--- src/rtl/cfg_guard_pkg.sv ---
package cfg_guard_pkg;
  localparam int ADDR_W   = 8;
  localparam int WP_BIT   = 1;
  localparam int ERR_BIT  = 1;
  localparam int NUM_PROT = 6;

  localparam logic [ADDR_W-1:0] OFF_CTRL   = 8'h00;
  localparam logic [ADDR_W-1:0] OFF_KEYA   = 8'h18;
  localparam logic [ADDR_W-1:0] OFF_KEYB   = 8'h1c;
  localparam logic [ADDR_W-1:0] OFF_STATUS = 8'h2c;

  // guarded registers, output order: timing0, timing1, timing2, addr, bufData, bufIdx
  localparam logic [ADDR_W-1:0] PROT_OFF [NUM_PROT] = '{8'h04, 8'h08, 8'h0c, 8'h20, 8'h24, 8'h28};

  typedef enum logic [1:0] {SEQ_IDLE, SEQ_ONE, SEQ_TWO, SEQ_OPEN} seqState_t;

  typedef struct packed {
    logic ctrlLoad;  // accept a control write
    logic ctrlFull;  // include the protect flag in that write
    logic dataLoad;  // accept a guarded register write
    logic errSet;    // a write was dropped
    logic errClr;    // software clears the error
  } guardStrobes_t;

  function automatic logic isProtAddr(input logic [ADDR_W-1:0] a);
    logic hit;
    hit = 1'b0;
    for (int i = 0; i < NUM_PROT; i++) begin
      if (a == PROT_OFF[i]) hit = 1'b1;
    end
    return hit;
  endfunction
endpackage

--- src/rtl/guardCtrl.sv ---
module guardCtrl
  import cfg_guard_pkg::*;
#(
  parameter int DATA_W = 32,
  parameter logic [DATA_W-1:0] KEY_FIRST  = 32'h7123,
  parameter logic [DATA_W-1:0] KEY_SECOND = 32'h812a,
  parameter logic [DATA_W-1:0] KEY_THIRD  = 32'hbee1
) (
  input  logic              clk,
  input  logic              rstN,
  input  logic              wrEn,
  input  logic [ADDR_W-1:0] wrAddr,
  input  logic [DATA_W-1:0] wrData,
  input  logic              wpNow,
  output guardStrobes_t     strobes,
  output logic              unlocked
);
  seqState_t state, stateNext;

  logic isCtrl, isKeyA, isKeyB, isStatus, isProt;
  assign isCtrl   = (wrAddr == OFF_CTRL);
  assign isKeyA   = (wrAddr == OFF_KEYA);
  assign isKeyB   = (wrAddr == OFF_KEYB);
  assign isStatus = (wrAddr == OFF_STATUS);
  assign isProt   = isProtAddr(wrAddr);

  assign unlocked = (state == SEQ_OPEN);

  always_comb begin
    strobes.ctrlLoad = wrEn && isCtrl && (!wpNow || unlocked);
    strobes.ctrlFull = unlocked;
    strobes.dataLoad = wrEn && isProt && !wpNow;
    strobes.errSet   = wrEn && wpNow && (isProt || (isCtrl && !unlocked));
    strobes.errClr   = wrEn && isStatus && wrData[ERR_BIT];
  end

  always_comb begin
    stateNext = state;
    if (wrEn) begin
      if (unlocked && isCtrl)                                stateNext = SEQ_IDLE;
      else if (isKeyA && wrData == KEY_FIRST)                stateNext = SEQ_ONE;
      else if (state == SEQ_ONE && isKeyB && wrData == KEY_SECOND) stateNext = SEQ_TWO;
      else if (state == SEQ_TWO && isKeyA && wrData == KEY_THIRD)  stateNext = SEQ_OPEN;
      else if (unlocked && !isKeyA && !isKeyB)               stateNext = SEQ_OPEN;
      else                                                   stateNext = SEQ_IDLE;
    end
  end

  always_ff @(posedge clk) begin
    if (!rstN) state <= SEQ_IDLE;
    else       state <= stateNext;
  end

  // an unlock only follows the second key step or an existing unlock
  a_r6_open_from_two: assert property (@(posedge clk) disable iff (!rstN)
    $rose(unlocked) |-> $past(state) == SEQ_TWO);

  // any control write ends the unlock
  a_r10_consumed: assert property (@(posedge clk) disable iff (!rstN)
    (wrEn && isCtrl) |=> !unlocked);

  // key register writes never flag an error
  a_r12_key_no_err: assert property (@(posedge clk) disable iff (!rstN)
    (wrEn && (isKeyA || isKeyB)) |-> !strobes.errSet);
endmodule

--- src/rtl/guardRegs.sv ---
module guardRegs
  import cfg_guard_pkg::*;
#(
  parameter int DATA_W = 32
) (
  input  logic                       clk,
  input  logic                       rstN,
  input  logic                       wrEn,
  input  logic [ADDR_W-1:0]          wrAddr,
  input  logic [DATA_W-1:0]          wrData,
  input  guardStrobes_t              strobes,
  output logic                       wpNow,
  output logic [DATA_W-1:0]          ctrlReg,
  output logic [NUM_PROT*DATA_W-1:0] protFlat,
  output logic [DATA_W-1:0]          statusReg
);
  localparam logic [DATA_W-1:0] CTRL_RST = DATA_W'(1) << WP_BIT;

  logic errFlag;

  assign wpNow = ctrlReg[WP_BIT];

  always_ff @(posedge clk) begin
    if (!rstN) begin
      ctrlReg <= CTRL_RST;
    end else if (strobes.ctrlLoad) begin
      ctrlReg <= wrData;
      if (!strobes.ctrlFull) ctrlReg[WP_BIT] <= ctrlReg[WP_BIT];
    end
  end

  for (genvar i = 0; i < NUM_PROT; i++) begin : g_prot
    always_ff @(posedge clk) begin
      if (!rstN)
        protFlat[i*DATA_W +: DATA_W] <= '0;
      else if (strobes.dataLoad && wrAddr == PROT_OFF[i])
        protFlat[i*DATA_W +: DATA_W] <= wrData;
    end
  end

  always_ff @(posedge clk) begin
    if (!rstN)               errFlag <= 1'b0;
    else if (strobes.errSet) errFlag <= 1'b1;
    else if (strobes.errClr) errFlag <= 1'b0;
  end

  always_comb begin
    statusReg = '0;
    statusReg[ERR_BIT] = errFlag;
  end

  // guarded registers hold under a protected write
  a_r2_hold: assert property (@(posedge clk) disable iff (!rstN)
    (wrEn && isProtAddr(wrAddr) && ctrlReg[WP_BIT]) |=> $stable(protFlat));

  // a protected guarded write raises the error
  a_r4_err_set: assert property (@(posedge clk) disable iff (!rstN)
    (wrEn && isProtAddr(wrAddr) && ctrlReg[WP_BIT]) |=> errFlag);

  // a clearing status write drops the error
  a_r5_clear: assert property (@(posedge clk) disable iff (!rstN)
    (wrEn && wrAddr == OFF_STATUS && wrData[ERR_BIT]) |=> !errFlag);

  // the flag survives a control write without an unlock
  a_r7_keep_flag: assert property (@(posedge clk) disable iff (!rstN)
    (strobes.ctrlLoad && !strobes.ctrlFull) |=> $stable(ctrlReg[WP_BIT]));
endmodule

--- src/rtl/cfgWriteGuard.sv ---
module cfgWriteGuard
  import cfg_guard_pkg::*;
#(
  parameter int DATA_W = 32,
  parameter logic [DATA_W-1:0] KEY_FIRST  = 32'h7123,
  parameter logic [DATA_W-1:0] KEY_SECOND = 32'h812a,
  parameter logic [DATA_W-1:0] KEY_THIRD  = 32'hbee1
) (
  input  logic              clk,
  input  logic              rstN,
  input  logic              wrEn,
  input  logic [7:0]        wrAddr,
  input  logic [DATA_W-1:0] wrData,
  output logic [DATA_W-1:0] ctrlOut,
  output logic [DATA_W-1:0] timing0Out,
  output logic [DATA_W-1:0] timing1Out,
  output logic [DATA_W-1:0] timing2Out,
  output logic [DATA_W-1:0] addrOut,
  output logic [DATA_W-1:0] bufDataOut,
  output logic [DATA_W-1:0] bufIdxOut,
  output logic [DATA_W-1:0] statusOut
);
  guardStrobes_t strobes;
  logic wpNow, unlocked;
  logic [NUM_PROT*DATA_W-1:0] protFlat;

  guardCtrl #(
    .DATA_W(DATA_W), .KEY_FIRST(KEY_FIRST), .KEY_SECOND(KEY_SECOND), .KEY_THIRD(KEY_THIRD)
  ) u_ctrl (
    .clk(clk), .rstN(rstN), .wrEn(wrEn), .wrAddr(wrAddr), .wrData(wrData),
    .wpNow(wpNow), .strobes(strobes), .unlocked(unlocked)
  );

  guardRegs #(.DATA_W(DATA_W)) u_regs (
    .clk(clk), .rstN(rstN), .wrEn(wrEn), .wrAddr(wrAddr), .wrData(wrData),
    .strobes(strobes), .wpNow(wpNow), .ctrlReg(ctrlOut), .protFlat(protFlat),
    .statusReg(statusOut)
  );

  assign timing0Out = protFlat[0*DATA_W +: DATA_W];
  assign timing1Out = protFlat[1*DATA_W +: DATA_W];
  assign timing2Out = protFlat[2*DATA_W +: DATA_W];
  assign addrOut    = protFlat[3*DATA_W +: DATA_W];
  assign bufDataOut = protFlat[4*DATA_W +: DATA_W];
  assign bufIdxOut  = protFlat[5*DATA_W +: DATA_W];
endmodule

--- config.mk ---
export PLATFORM = sky130hd
export DESIGN_NAME = cfgWriteGuard
export DESIGN_NICKNAME = d
export VERILOG_FILES = /design/src/rtl/cfg_guard_pkg.sv /design/src/rtl/guardCtrl.sv /design/src/rtl/guardRegs.sv /design/src/rtl/cfgWriteGuard.sv
export SDC_FILE = /design/constraint.sdc
export NUM_CORES = 1
export LEC_CHECK = 0
export ABC_AREA = 1
export BUFFER_PORTS_ARGS = -buffer_cell sky130_fd_sc_hd__buf_2
export CAP_MARGIN = 0
export CORE_UTILIZATION = 30
export CTS_CLUSTER_DIAMETER = 100
export DETAILED_ROUTE_END_ITERATION = 8
export PLACE_DENSITY = 0.51
export SLEW_MARGIN = 20
export SYNTH_ARGS = -nofsm -noshare
export SYNTH_HDL_FRONTEND = slang
export SYNTH_SLANG_ARGS = --single-unit
--- constraint.sdc ---
create_clock -name clk -period 1.65 [get_ports clk]
set_input_delay 0.165 -clock clk [delete_from_list [all_inputs] [get_ports clk]]
set_output_delay 0.165 -clock clk [all_outputs]
set_load 0.01 [all_outputs]
Word-level counts from Yosys, hierarchy flattened
Cells that the tools add are included.
Widths: inputs -> output; s select.
{ "totals": {"regBits": 227, "output_inout_bits": 256} }
{ "classes": {"eq_ne": 15, "mux": 13, "n_reduce_logical": 32} }
{ "op_table": {"columns": ["operator", "count"], "rows": [
  ["$eq 32x16->1 const B", 2],
  ["$eq 32x15->1 const B", 1],
  ["$eq 8x6->1 const B", 4],
  ["$logic_and 1x1->1", 23],
  ["$eq 8x4->1 const B", 2],
  ["$eq 8x5->1 const B", 2],
  ["$mux 2", 5],
  ["$eq 8x3->1 const B", 1],
  ["$logic_not 8->1", 1],
  ["$mux 1", 8],
  ["$eq 2x2->1 const B", 2],
  ["$logic_not 1->1", 4],
  ["$eq 2x1->1 const B", 1],
  ["$logic_or 1x1->1", 2],
  ["$reduce_and 2->1", 1],
  ["$reduce_bool 2->1", 1]
]} }

Depth between registers and ports, before layout
Gate-level depths: netlist of run 1.
{ "depth": {"depth_word": 10, "depth_mapped": 10, "ltp_nobuf": 9} }

By module
From an unflattened synthesis of run 1, not the netlist that was laid out.
{ "unflattened": {"hier_cells": 1337, "area_unflattened_um2": 9162.5} }
{ "by_module_without_submodules": {"columns": ["module", "instances", "cells_per_inst", "area_per_inst_um2", "seq_area_each_um2"], "rows": [
  ["guardRegs", 1, 1218, 8622.0, 4504.3],
  ["guardCtrl", 1, 119, 540.5, 40.0]
]} }

Worst setup path after synthesis of run 1
OpenSTA, ideal clock, no wires.
{ "synth_timing": {"kind": "input to register", "startpoint": "input wrAddr[7]", "endpoint": "register u_regs.protFlat[161]", "setup_ns": 0.113, "arrival_ns": 1.239, "required_time_ns": 1.537, "path_slack_ns": 0.298, "stages": 8, "cell_sequence": "nor2_4 -> nand3_1 -> nand3b_4 -> nand3_4 -> nand3_4 -> buf_2 -> nor2_1 -> nor2_1"} }
{ "synth_between": {"elab_chain_cells": 10, "elab_cells_between_ends": 15, "cone_classes": "eq/ne: 6; mux: 6; reduce/logical: 3"} }
{ "synth_rtl": {"columns": ["element", "line_no", "text"], "rows": [
  ["start: declaration", "cfgWriteGuard.sv:12", "input logic [7:0] wrAddr,"],
  ["$eq 8x3->1", "cfg_guard_pkg.sv:29", "if (a == PROT_OFF[i]) hit = 1'b1;"],
  ["$mux 1 (6 in series)", "cfg_guard_pkg.sv:29", null],
  ["$logic_and 1x1->1 (2 in series)", "guardCtrl.sv:32", "strobes.dataLoad = wrEn && isProt && !wpNow;"],
  ["$logic_and 1x1->1 *", "guardRegs.sv:36", "else if (strobes.dataLoad && wrAddr == PROT_OFF[i])"],
  ["end signal: indexed assignment", "guardRegs.sv:37", "protFlat[i*DATA_W +: DATA_W] <= wrData;"],
  ["end: declaration", "guardRegs.sv:14", "output logic [NUM_PROT*DATA_W-1:0] protFlat,"]
]} }
Every way passes the cells marked *; elsewhere a longest branch is shown, timed or not.
A chain may end at the register's enable or synchronous reset.

Worst setup path after layout of run 1
{ "layout_timing": {"startpoint": "register u_ctrl.state[0]", "endpoint": "register u_regs.ctrlReg[1]"} }
{ "layout_between": {"elab_chain_cells": 4} }
{ "layout_rtl": {"columns": ["element", "line_no", "text"], "rows": [
  ["start: declaration", "guardCtrl.sv:18", "seqState_t state, stateNext;"],
  ["start signal: assignment", "guardCtrl.sv:51", "else state <= stateNext;"],
  ["$eq 2x2->1 *", "guardCtrl.sv:27", "assign unlocked = (state == SEQ_OPEN);"],
  ["$logic_or 1x1->1", "guardCtrl.sv:30", "strobes.ctrlLoad = wrEn && isCtrl && (!wpNow || unlocked);"],
  ["$logic_and 1x1->1", "guardCtrl.sv:30", null],
  ["$reduce_and 2->1 (no line) *", null, null],
  ["end signal: assignment", "guardRegs.sv:27", "ctrlReg <= wrData;"],
  ["end signal: indexed assignment", "guardRegs.sv:28", "if (!strobes.ctrlFull) ctrlReg[WP_BIT] <= ctrlReg[WP_BIT];"],
  ["end: declaration", "guardRegs.sv:13", "output logic [DATA_W-1:0] ctrlReg,"]
]} }
Marked as above.

==> impl_metrics.toml, run 1 <==
[sta]
finalSetupViolCount = 0
min_period_ns = 1.544
finalSetupTns_ns = 0
skew_ns = 0.009903
min_period_over_period_pct = 93.59
fmax_ghz = 0.6476
finalHoldViolations = 0
drv_slew = 0
rsz0062_at_grt = "no"

[finish]
drive_gt1_share_pct = 20.34
syn2layout_area_growth_pct = 26.58
fillers = 3542
final_area_mm2 = 0.01273
regArea_mm2 = 0.004547
num_antenna_cells = 0
nNetsFinal = 1830
multi_input_area_mm2 = 0.003999

[power]
pwr_density_cell_mw_per_mm2 = 934.4
clockPowerShare_pct = 49.9
comb_power_share_pct = 4.0
p_leak_nw = 7.372
ir_drop_v = 0.0006669
intPower_mw = 9.215
netSwitchingFraction_pct = 22.56
p_sw_mw = 2.684
power.share.sequential_pct = 46.1

[cts]
htreeDepth = 1
clk_path_buf_depth = 3
cts_tree = "done"
numCtsBuffers = 27
cts_setup_buffers = 0
cts-root-buf = "clkbuf_16"
clkTransAtPathRegs_ns = 0.06
cts_sinks = 227
insertion_delay_ns = 0.52

[placed_design]
port_buffers = 267
placed_area_mm2 = 0.01175
gp_congestion = 0.7732
post-dp-hpwl_mm = 21.71

[synthesis]
synthDistinctLibCells = 27
synth.top_cell.area_share_pct = 45.17
syn-mean-instance-area_um2 = 6.550
synth_common_cells = "461 x nor2_1, 421 x nand2_1, 227 x dfxtp_1"
ys_seq_area_share_pct = 45.17
ys_async_sr_fraction_pct = 0
ys_seq_elements = 227
synth_enable_flop_cells = 0
synth-main-ff-cell = "dfxtp_1"
ys_warn_count = 0
yosysMostFrequentCell = "nor2_1"
syn_area_mm2 = 0.01006
synth.top_cells.by_area = "dfxtp_1 45%, nor2_1 17%, nand2_1 16%"
yosysTopAreaCell = "dfxtp_1"
syn-instance-count = 1536

[critical_path]
path_cells = "nand2_1, inv_1, nand2_1, o21ai_0, o211ai_1, dlygate4sd3_1"
crit_path_max_fanout = 4
timing.rr.start = "u_ctrl.state[0]$_SDFFE_PN0P_"
crit_slowest_cell = "dlygate4sd3_1"
worst-setup-path-type = "reg2reg"
critPathLaunch = "u_ctrl.state[0]$_SDFFE_PN0P_"
critPathMostFrequentCell = "nand2_1"
crit_arrival_ns = 1.96
end_kind = "flip-flop"
startpoint_type = "flip-flop"
max_stage_delay_ns = 0.56
worstPathRequired_ns = 2.06

[routing]
drt_first_pass_iters = 5
dr_total_vias = 9195
drc = 0
drt_iter0_markers = 516
vias_per_cell = 4.094
wire_per_inst_um = 13.85
ant_nets = 0
drt_wl_total_mm = 31.11

[global_route]
grt_overflow_total = 0
grt_pass1_wl_mm = 47.42
grt_use_total_pct = 17.94
antenna_found_initial = 0
grt_pass1_vias = 8359
grt_max_degree = 62

[run_status]
status = "finished, final reports clean"

[floorplan]
core-area_mm2 = 0.03278
die_y_um = 185.1
die_area_mm2 = 0.03427
fp-row-count = 66
die_w_um = 185.1
start_util_pct = 30.69
ios = 299

[worst_hold_path]
hold_path.class = "in2reg"
hp-start = "wrData[14]"

[run]
maxCapViolCount = 0
==> layout make-up <==
class	instances	area share, %
tap	442	4.343
clock buffer	41	5.954
sequential	227	35.70
inverter	217	6.396
clock inverter	5	0.8057
multi-input combinational	992	31.40
timing repair buffer	322	15.40
==> path summary, 6_finish.rpt <==
kind	to	slack (ns)	cells after the start
worst min-delay path	u_regs.ctrlReg[14]$_SDFFE_PN0P_	0.02	3
worst max register to register	u_regs.ctrlReg[1]$_SDFFE_PN1P_	0.11	6
worst min register to register	u_regs.errFlag$_SDFFE_PN0P_	0.46	2
worst max-delay path	u_regs.ctrlReg[1]$_SDFFE_PN1P_	0.11	6
==> power by group through the flow <==
stage	sequential, mW	clock (mW)	combinational (mW)
5_1_grt	5.48	6.35	0.530
2_1_floorplan	5.60	0	0.303
4_1_cts	5.48	6.12	0.488
3_5_place_dp	5.60	0	0.466
6_report	5.48	5.94	0.479
3_3_place_gp	5.60	0	0.467
==> state kept, by name, summed over array words and instances, names as in the netlist <==
name	count
u_regs.errFlag	1
u_ctrl.state	2
u_regs.protFlat	192
u_regs.ctrlReg	32
==> cells by family (layout without fill, tap and decap cells) <==
group / count (synthesis) / in the layout / synth area share [%]
other cells: 1 / 31 / 0.03727
flops: 227 / 227 / 45.17
buf+inv: 347 / 585 / 16.23
compound gates: 48 / 48 / 2.475
simple gates: 913 / 913 / 36.09
==> through the flow <==
step	power, mW	setup WS, ns	cells	util [%]	hold slack [ns]
2_1_floorplan	5.905	0.2977	1566	-	0.2999
6_report	11.90	0.1058	2246	38.84	0.02264
4_1_cts	12.09	0.06770	2246	38.83	0.004165
3_5_place_dp	6.068	0.03407	2188	35.84	0.4564
5_1_grt	12.36	0.002443	2246	38.84	0.01395
3_3_place_gp	6.069	0.08177	2188	35.84	0.4532
==> layer usage <==
| layer | routed length [um] | vias to the layer above | part of all wire [%] | GRT usage (%) |
|---|---|---|---|---|
| met1 | 14500 | 4054 | 47 | 23.49 |
| met2 | 13620 | 249 | 44 | 28.83 |
| met3 | 2330 | 43 | 7.5 | 4.955 |
| met4 | 654 | 0 | 2.1 | 4.727 |
| met5 | 0 | - | 0 | 0 |
| li1 | - | 4849 | - | - |
==> repair_timing <==
item,4_1_cts,5_1_grt
endpoints found under the setup margin,0,2
hold buffers,12,0
endpoints found under the hold margin,39,0
resized for setup,0,3
==> worst max-delay path: cells and delay by family, from the launching register on <==
family | cells | cell delay [ns]
compound gates | 2 | 0.26
buf+inv | 2 | 0.66
flops | 1 | 0.35
simple gates | 2 | 0.16
==> cell usage in the layout (no fill, tap or decap) <==
cell type / Yosys / routed
nand4_1: 1 / 1
a21oi_1: 13 / 13
nor3_1: 3 / 3
bufinv_16: 0 / 3
buf_6: 18 / 1
clkinv_2: 0 / 1
buf_2: 36 / 266
nand3b_1: 1 / 1
nor2_2: 2 / 3
nand3_4: 7 / 7
nor2b_1: 1 / 1
nand3b_4: 1 / 1
clkinvlp_4: 0 / 1
clkbuf_1: 26 / 11
nor2_4: 4 / 4
inv_1: 216 / 216
buf_12: 0 / 14
inv_2: 1 / 1
nor2_1: 461 / 460
dfxtp_2: 0 / 2
o21ai_0: 32 / 32
conb_1: 1 / 31
nand2_1: 421 / 421
nor2_8: 1 / 1
o211ai_1: 1 / 1
clkbuf_8: 0 / 3
nand3_1: 7 / 7
nand3_2: 3 / 3
o21bai_1: 1 / 1
dlygate4sd3_1: 0 / 12
clkbuf_16: 0 / 27
o41ai_1: 1 / 1
dfxtp_1: 227 / 225
buf_4: 40 / 29
No activity file was read; power rests on OpenSTA's default activity.
==> inputs of run 2 (changes only) <==
PLACE_DENSITY = 0.53   (was 0.51)
clock period = 1.3 ns   (was 1.65 ns; I/O delays follow)
==> run 2 against run 1 <==
Against the previous run:
- the run now ends with negative setup slack left
- non-clock buffer count rose by 65
- critical path depth rose by 2
- cell area rose by 8.0%
- critical endpoint is now u_regs.protFlat[13]$_SDFFE_PN0P_
- highest routed layer unchanged
==> impl_metrics.toml, run 2 (synthesis results as in run 1) <==
[finish]
drive_gt1_share_pct = 26.23
regArea_mm2 = 0.004549
layout_common_cells = "447 x nor2_1, 380 x nand2_1, 265 x buf_2"
fillers = 3416
multi_input_area_mm2 = 0.004218
num_antenna_cells = 0
nNetsFinal = 1895
largest_register_ffs = 192
fin_util_pct = 41.96
largest-register = "u_regs.protFlat"
final_common_cell = "nor2_1"
reg.largest.list = "u_regs.protFlat x192, u_regs.ctrlReg x32, u_ctrl.state x2"
syn2layout_area_growth_pct = 36.74

[critical_path]
worst-path-buf-inv = 3
reg2reg_depth = 8
path_depth = 8
max_stage_delay_ns = 0.35
critPathMostFrequentCell = "buf_12"
crit_slowest_cell = "dfxtp_4"
worstPathRequired_ns = 1.76
end_kind = "flip-flop"
worst-setup-path-type = "reg2reg"
path_cells = "nor2_4, buf_12, nand3_4, buf_12, buf_12, nand2_4, nand2_2, nor2_2"
startpoint_type = "flip-flop"
crit_arrival_ns = 1.79
critical-path-top-delay-family = "buffers and inverters"
crit_path_max_fanout = 8

[sta]
finalHoldViolations = 0
min_period_ns = 1.327
finalSetupViolCount = 8
finalWorstSetupSlack_ns = -0.02669
fmax_ghz = 0.7538
drv_slew = 0
finalSetupTns_ns = -0.06381
min_period_over_period_pct = 102.1
rsz0062_at_grt = "yes"
skew_ns = 0.01030

[routing]
drc = 0
vias_per_cell = 4.111
drt_wl_total_mm = 32.88
drt_iter0_markers = 568
wire_per_inst_um = 14.21
ant_nets = 0
drt_first_pass_iters = 5
dr_total_vias = 9514

[power]
finalPower_mw = 15.13
pwr_density_cell_mw_per_mm2 = 1099
power.share.sequential_pct = 46.0
clockPowerShare_pct = 49.1
p_sw_mw = 3.545
comb_power_share_pct = 4.9
intPower_mw = 11.58
netSwitchingFraction_pct = 23.44
p_leak_nw = 7.669
ir_drop_v = 0.0008394

[run]
maxCapViolCount = 0

[cts]
htreeDepth = 1
clkTransAtPathRegs_ns = 0.06
clk_path_buf_depth = 3
insertion_delay_ns = 0.53
numCtsBuffers = 27
cts_sinks = 227
cts-root-buf = "clkbuf_16"
cts_tree = "done"

[worst_hold_path]
hold_path_depth = 4
hold_path.class = "in2reg"

[floorplan]
fp-row-count = 66
die_area_mm2 = 0.03427
ios = 299
core-area_mm2 = 0.03278
die_w_um = 185.1
die_y_um = 185.1
start_util_pct = 30.69

[placed_design]
port_buffers = 267
gp_congestion = 0.7754
pre_cts_ws_ns = -0.3363
post-dp-hpwl_mm = 22.06

[global_route]
grt_use_total_pct = 17.98
grt_pass1_wl_mm = 47.73
grt_max_degree = 70
grt_pass1_vias = 8612
grt_overflow_total = 0
antenna_found_initial = 0

[run_status]
violations = "negative setup slack"
status = "finished, violations left"
-- run 2: cell count changes in the layout (fill, tap and decap cells not counted), sizes merged --
cell         previous run  this run
buf                   310       352
dlygate4sd3            12        28
clkinv                  1        10
clkbuf                 41        45
bufinv                  3         0
-- run 2: final cells by class --
| class | count | area share, % |
|---|---|---|
| clock buffer | 38 | 5.939 |
| tap | 442 | 4.020 |
| multi-input combinational | 992 | 30.66 |
| timing repair buffer | 387 | 19.89 |
| sequential | 227 | 33.07 |
| inverter | 217 | 5.966 |
| clock inverter | 11 | 0.4548 |
-- run 2: per-stage QoR --
step                hold WS [ns]  cells  area (um2)
finish                   0.03603   2314       13760
global route             0.04872   2314       13760
CTS                      0.01312   2301       13280
detailed placement        0.4191   2224       12110
global placement          0.4156   2224       12110
floorplan                 0.2649   1566       10280
-- run 2: repair_timing --
item / CTS / global route
hold buffers: 28 / 0
buffers inserted: 0 / 4
hold endpoints to repair: 98 / 0
gates resized for setup: 5 / 86
gates cloned: 0 / 9
setup endpoints to repair: 48 / 114
pin swaps: 1 / 26
-- run 2: path summary, 6_finish.rpt --
path	startpoint	end	slack (ns)
worst min-delay path	wrData[29]	u_regs.protFlat[157]$_SDFFE_PN0P_	0.04
worst max-delay path	u_regs.ctrlReg[1]$_SDFFE_PN1P_	u_regs.protFlat[13]$_SDFFE_PN0P_	-0.03
worst max register to register	u_regs.ctrlReg[1]$_SDFFE_PN1P_	u_regs.protFlat[13]$_SDFFE_PN0P_	-0.03
worst min register to register	u_regs.errFlag$_SDFFE_PN0P_	u_regs.errFlag$_SDFFE_PN0P_	0.47
-- run 2: worst min-delay path: cells and delay by family --
| family | cells | cell delay (ns) |
|---|---|---|
| buf+inv | 2 | 0.27 |
| simple gates | 2 | 0.13 |
-- run 2: power by group through the flow --
stage / combinational (mW) / clock (mW) / sequential (mW)
6_report: 0.742 / 7.43 / 6.95
5_1_grt: 0.809 / 7.87 / 6.95
4_1_cts: 0.730 / 7.64 / 6.96
3_5_place_dp: 0.664 / 0 / 7.11
3_3_place_gp: 0.666 / 0 / 7.11
2_1_floorplan: 0.386 / 0 / 7.11
-- run 2: metal layers --
| layer | wire length [um] | track usage (%) |
|---|---|---|
| met3 | 2076 | 4.188 |
| met2 | 14570 | 29.67 |
| met1 | 15440 | 23.31 |
| met4 | 787 | 5.025 |
| met5 | 0 | 0 |
==> inputs of run 3 (changes only) <==
CTS_BUF_LIST = sky130_fd_sc_hd__clkbuf_8   (was unset)
==> run 3 against run 2 <==
Against the previous run:
- the run now ends clean
- sequential power is essentially flat
- combinational power shrank 0.5%
- worst setup slack gained 0.032 ns
- count of clock-buffer cells in the layout grew 12
- sequential cell count is the same
- via count shrank 0.24%
- core utilization shrank 0.60 points
- routed wire length shrank 0.42%
- total power shrank 5.0%
- register-to-register slack gained 0.03 ns
- non-clock buffer count shrank 1
- maximum frequency grew 2.5%
- critical endpoint is now u_regs.protFlat[7]$_SDFFE_PN0P_
- highest routed layer unchanged
==> impl_metrics.toml, run 3 (synthesis results as in run 1) <==
[power]
ir_drop_v = 0.0007650
pwr_density_cell_mw_per_mm2 = 1059
finalPower_mw = 14.36
p_leak_nw = 7.667

[floorplan]
die_w_um = 185.1
die_area_mm2 = 0.03427
ios = 299
fp-row-count = 66
die_y_um = 185.1
start_util_pct = 30.69
core-area_mm2 = 0.03278

[critical_path]
crit_arrival_ns = 1.76
end_kind = "flip-flop"
worstPathRequired_ns = 1.76
crit_slowest_cell = "dfxtp_2"
startpoint_type = "flip-flop"
critical-path-top-delay-family = "buffers and inverters"
crit_path_max_fanout = 12
path_cells = "nor2_4, buf_12, nand3_4, buf_12, clkbuf_16, nand2_1, nand2_1, nor2_1"
worst-path-buf-inv = 3
worst-setup-path-type = "reg2reg"
max_stage_delay_ns = 0.34

[global_route]
grt_overflow_total = 0
grt_pass1_wl_mm = 48.11
grt_pass1_vias = 8709
grt_use_total_pct = 18.22
grt_max_degree = 70
antenna_found_initial = 0

[sta]
fmax_ghz = 0.7726
drv_slew = 0
finalSetupTns_ns = 0
finalHoldViolations = 0
skew_ns = 0.01521
min_period_over_period_pct = 99.57
finalSetupViolCount = 0
finalWorstSetupSlack_ns = 0.005595
rsz0062_at_grt = "yes"
min_period_ns = 1.294
hold_slack_ns = 0.03969

[cts]
cts-root-buf = "clkbuf_8"
cts_tree = "done"
htreeDepth = 2
insertion_delay_ns = 0.53
numCtsBuffers = 42
clk_path_buf_depth = 3
clkTransAtPathRegs_ns = 0.06
cts_sinks = 227

[routing]
vias_per_cell = 4.066
drt_wl_total_mm = 32.74
drt_iter0_markers = 480
drc = 0
dr_total_vias = 9491
drt_first_pass_iters = 4
ant_nets = 0
wire_per_inst_um = 14.03

[placed_design]
placed_area_mm2 = 0.01211
placedCellCount = 2224
post-dp-hpwl_mm = 22.06
pre_cts_ws_ns = -0.3363
port_buffers = 267
gp_congestion = 0.7754

[finish]
drive_gt1_share_pct = 25.11
reg.largest.list = "u_regs.protFlat x192, u_regs.ctrlReg x32, u_ctrl.state x2"
nNetsFinal = 1909
syn2layout_area_growth_pct = 34.80
largest-register = "u_regs.protFlat"
final_common_cell = "nor2_1"
final_area_mm2 = 0.01356
fin_cells = 2334
layout_common_cells = "449 x nor2_1, 399 x nand2_1, 265 x buf_2"
num_antenna_cells = 0
largest_register_ffs = 192
fin_util_pct = 41.37
fillers = 3470

[run_status]
status = "finished, final reports clean"

[worst_hold_path]
hold_path.class = "in2reg"

[run]
maxCapViolCount = 0
[run 3: cell types whose count changed in the layout (fill, tap and decap cells not counted), moves of 7 or more]
cell and change:
clkbuf_16 -28, nand2_4 -7, inv_1 +16, nand2_2 -12
clkinv_2 -8, clkbuf_8 +40, nand2_1 +19
[run 3: report_power, final]
part / leakage (nW) / switching, mW / total [mW] / internal, mW
logic: 5.38 / 0.471 / 0.738 / 0.267
registers: 1.83 / 0.000244 / 6.96 / 6.96
clock network: 0.463 / 3.01 / 6.66 / 3.65
[run 3: timing repair]
| item | in CTS | in global routing |
|---|---|---|
| pin swaps | 0 | 20 |
| resized for setup | 7 | 52 |
| hold buffers | 28 | 0 |
| setup buffers | 0 | 3 |
| endpoints found under the setup margin | 51 | 196 |
| hold endpoints to repair | 107 | 0 |
| cloned | 0 | 9 |
[run 3: final timing paths]
kind / slack, ns / end / cells past startpoint / startpoint
max reg2reg: 0.006 / u_regs.protFlat[7]$_SDFFE_PN0P_ / 8 / u_regs.ctrlReg[1]$_SDFFE_PN1P_
min reg2reg: 0.48 / u_regs.errFlag$_SDFFE_PN0P_ / 2 / u_regs.errFlag$_SDFFE_PN0P_
max: 0.006 / u_regs.protFlat[7]$_SDFFE_PN0P_ / 8 / u_regs.ctrlReg[1]$_SDFFE_PN1P_
min: 0.04 / u_regs.protFlat[4]$_SDFFE_PN0P_ / 4 / wrData[4]
[run 3: routing by layer]
| metal | wire length [um] | vias up | global-route usage [%] |
|---|---|---|---|
| met5 | 0 | - | 0 |
| met4 | 570 | 0 | 5.256 |
| met3 | 2206 | 47 | 4.699 |
| met2 | 14460 | 252 | 29.76 |
| met1 | 15500 | 4180 | 23.53 |
| li1 | - | 5012 | - |
[run 3: layout make-up]
cell class | count | area (um2) | share of cell area (%)
Sequential cell | 227 | 4547 | 33.53
Multi-Input combinational cell | 992 | 4130 | 30.45
Timing Repair Buffer | 386 | 2715 | 20.02
Tap cell | 442 | 553.0 | 4.078
Clock inverter | 20 | 110.1 | 0.8119
Inverter | 217 | 818.3 | 6.034
Clock buffer | 50 | 688.2 | 5.074
[run 3: tightest hold or removal path: stages]
cell,delay (ns)
buf_2,0.09
buf_4,0.17
nor2_1,0.06
nor2_1,0.06
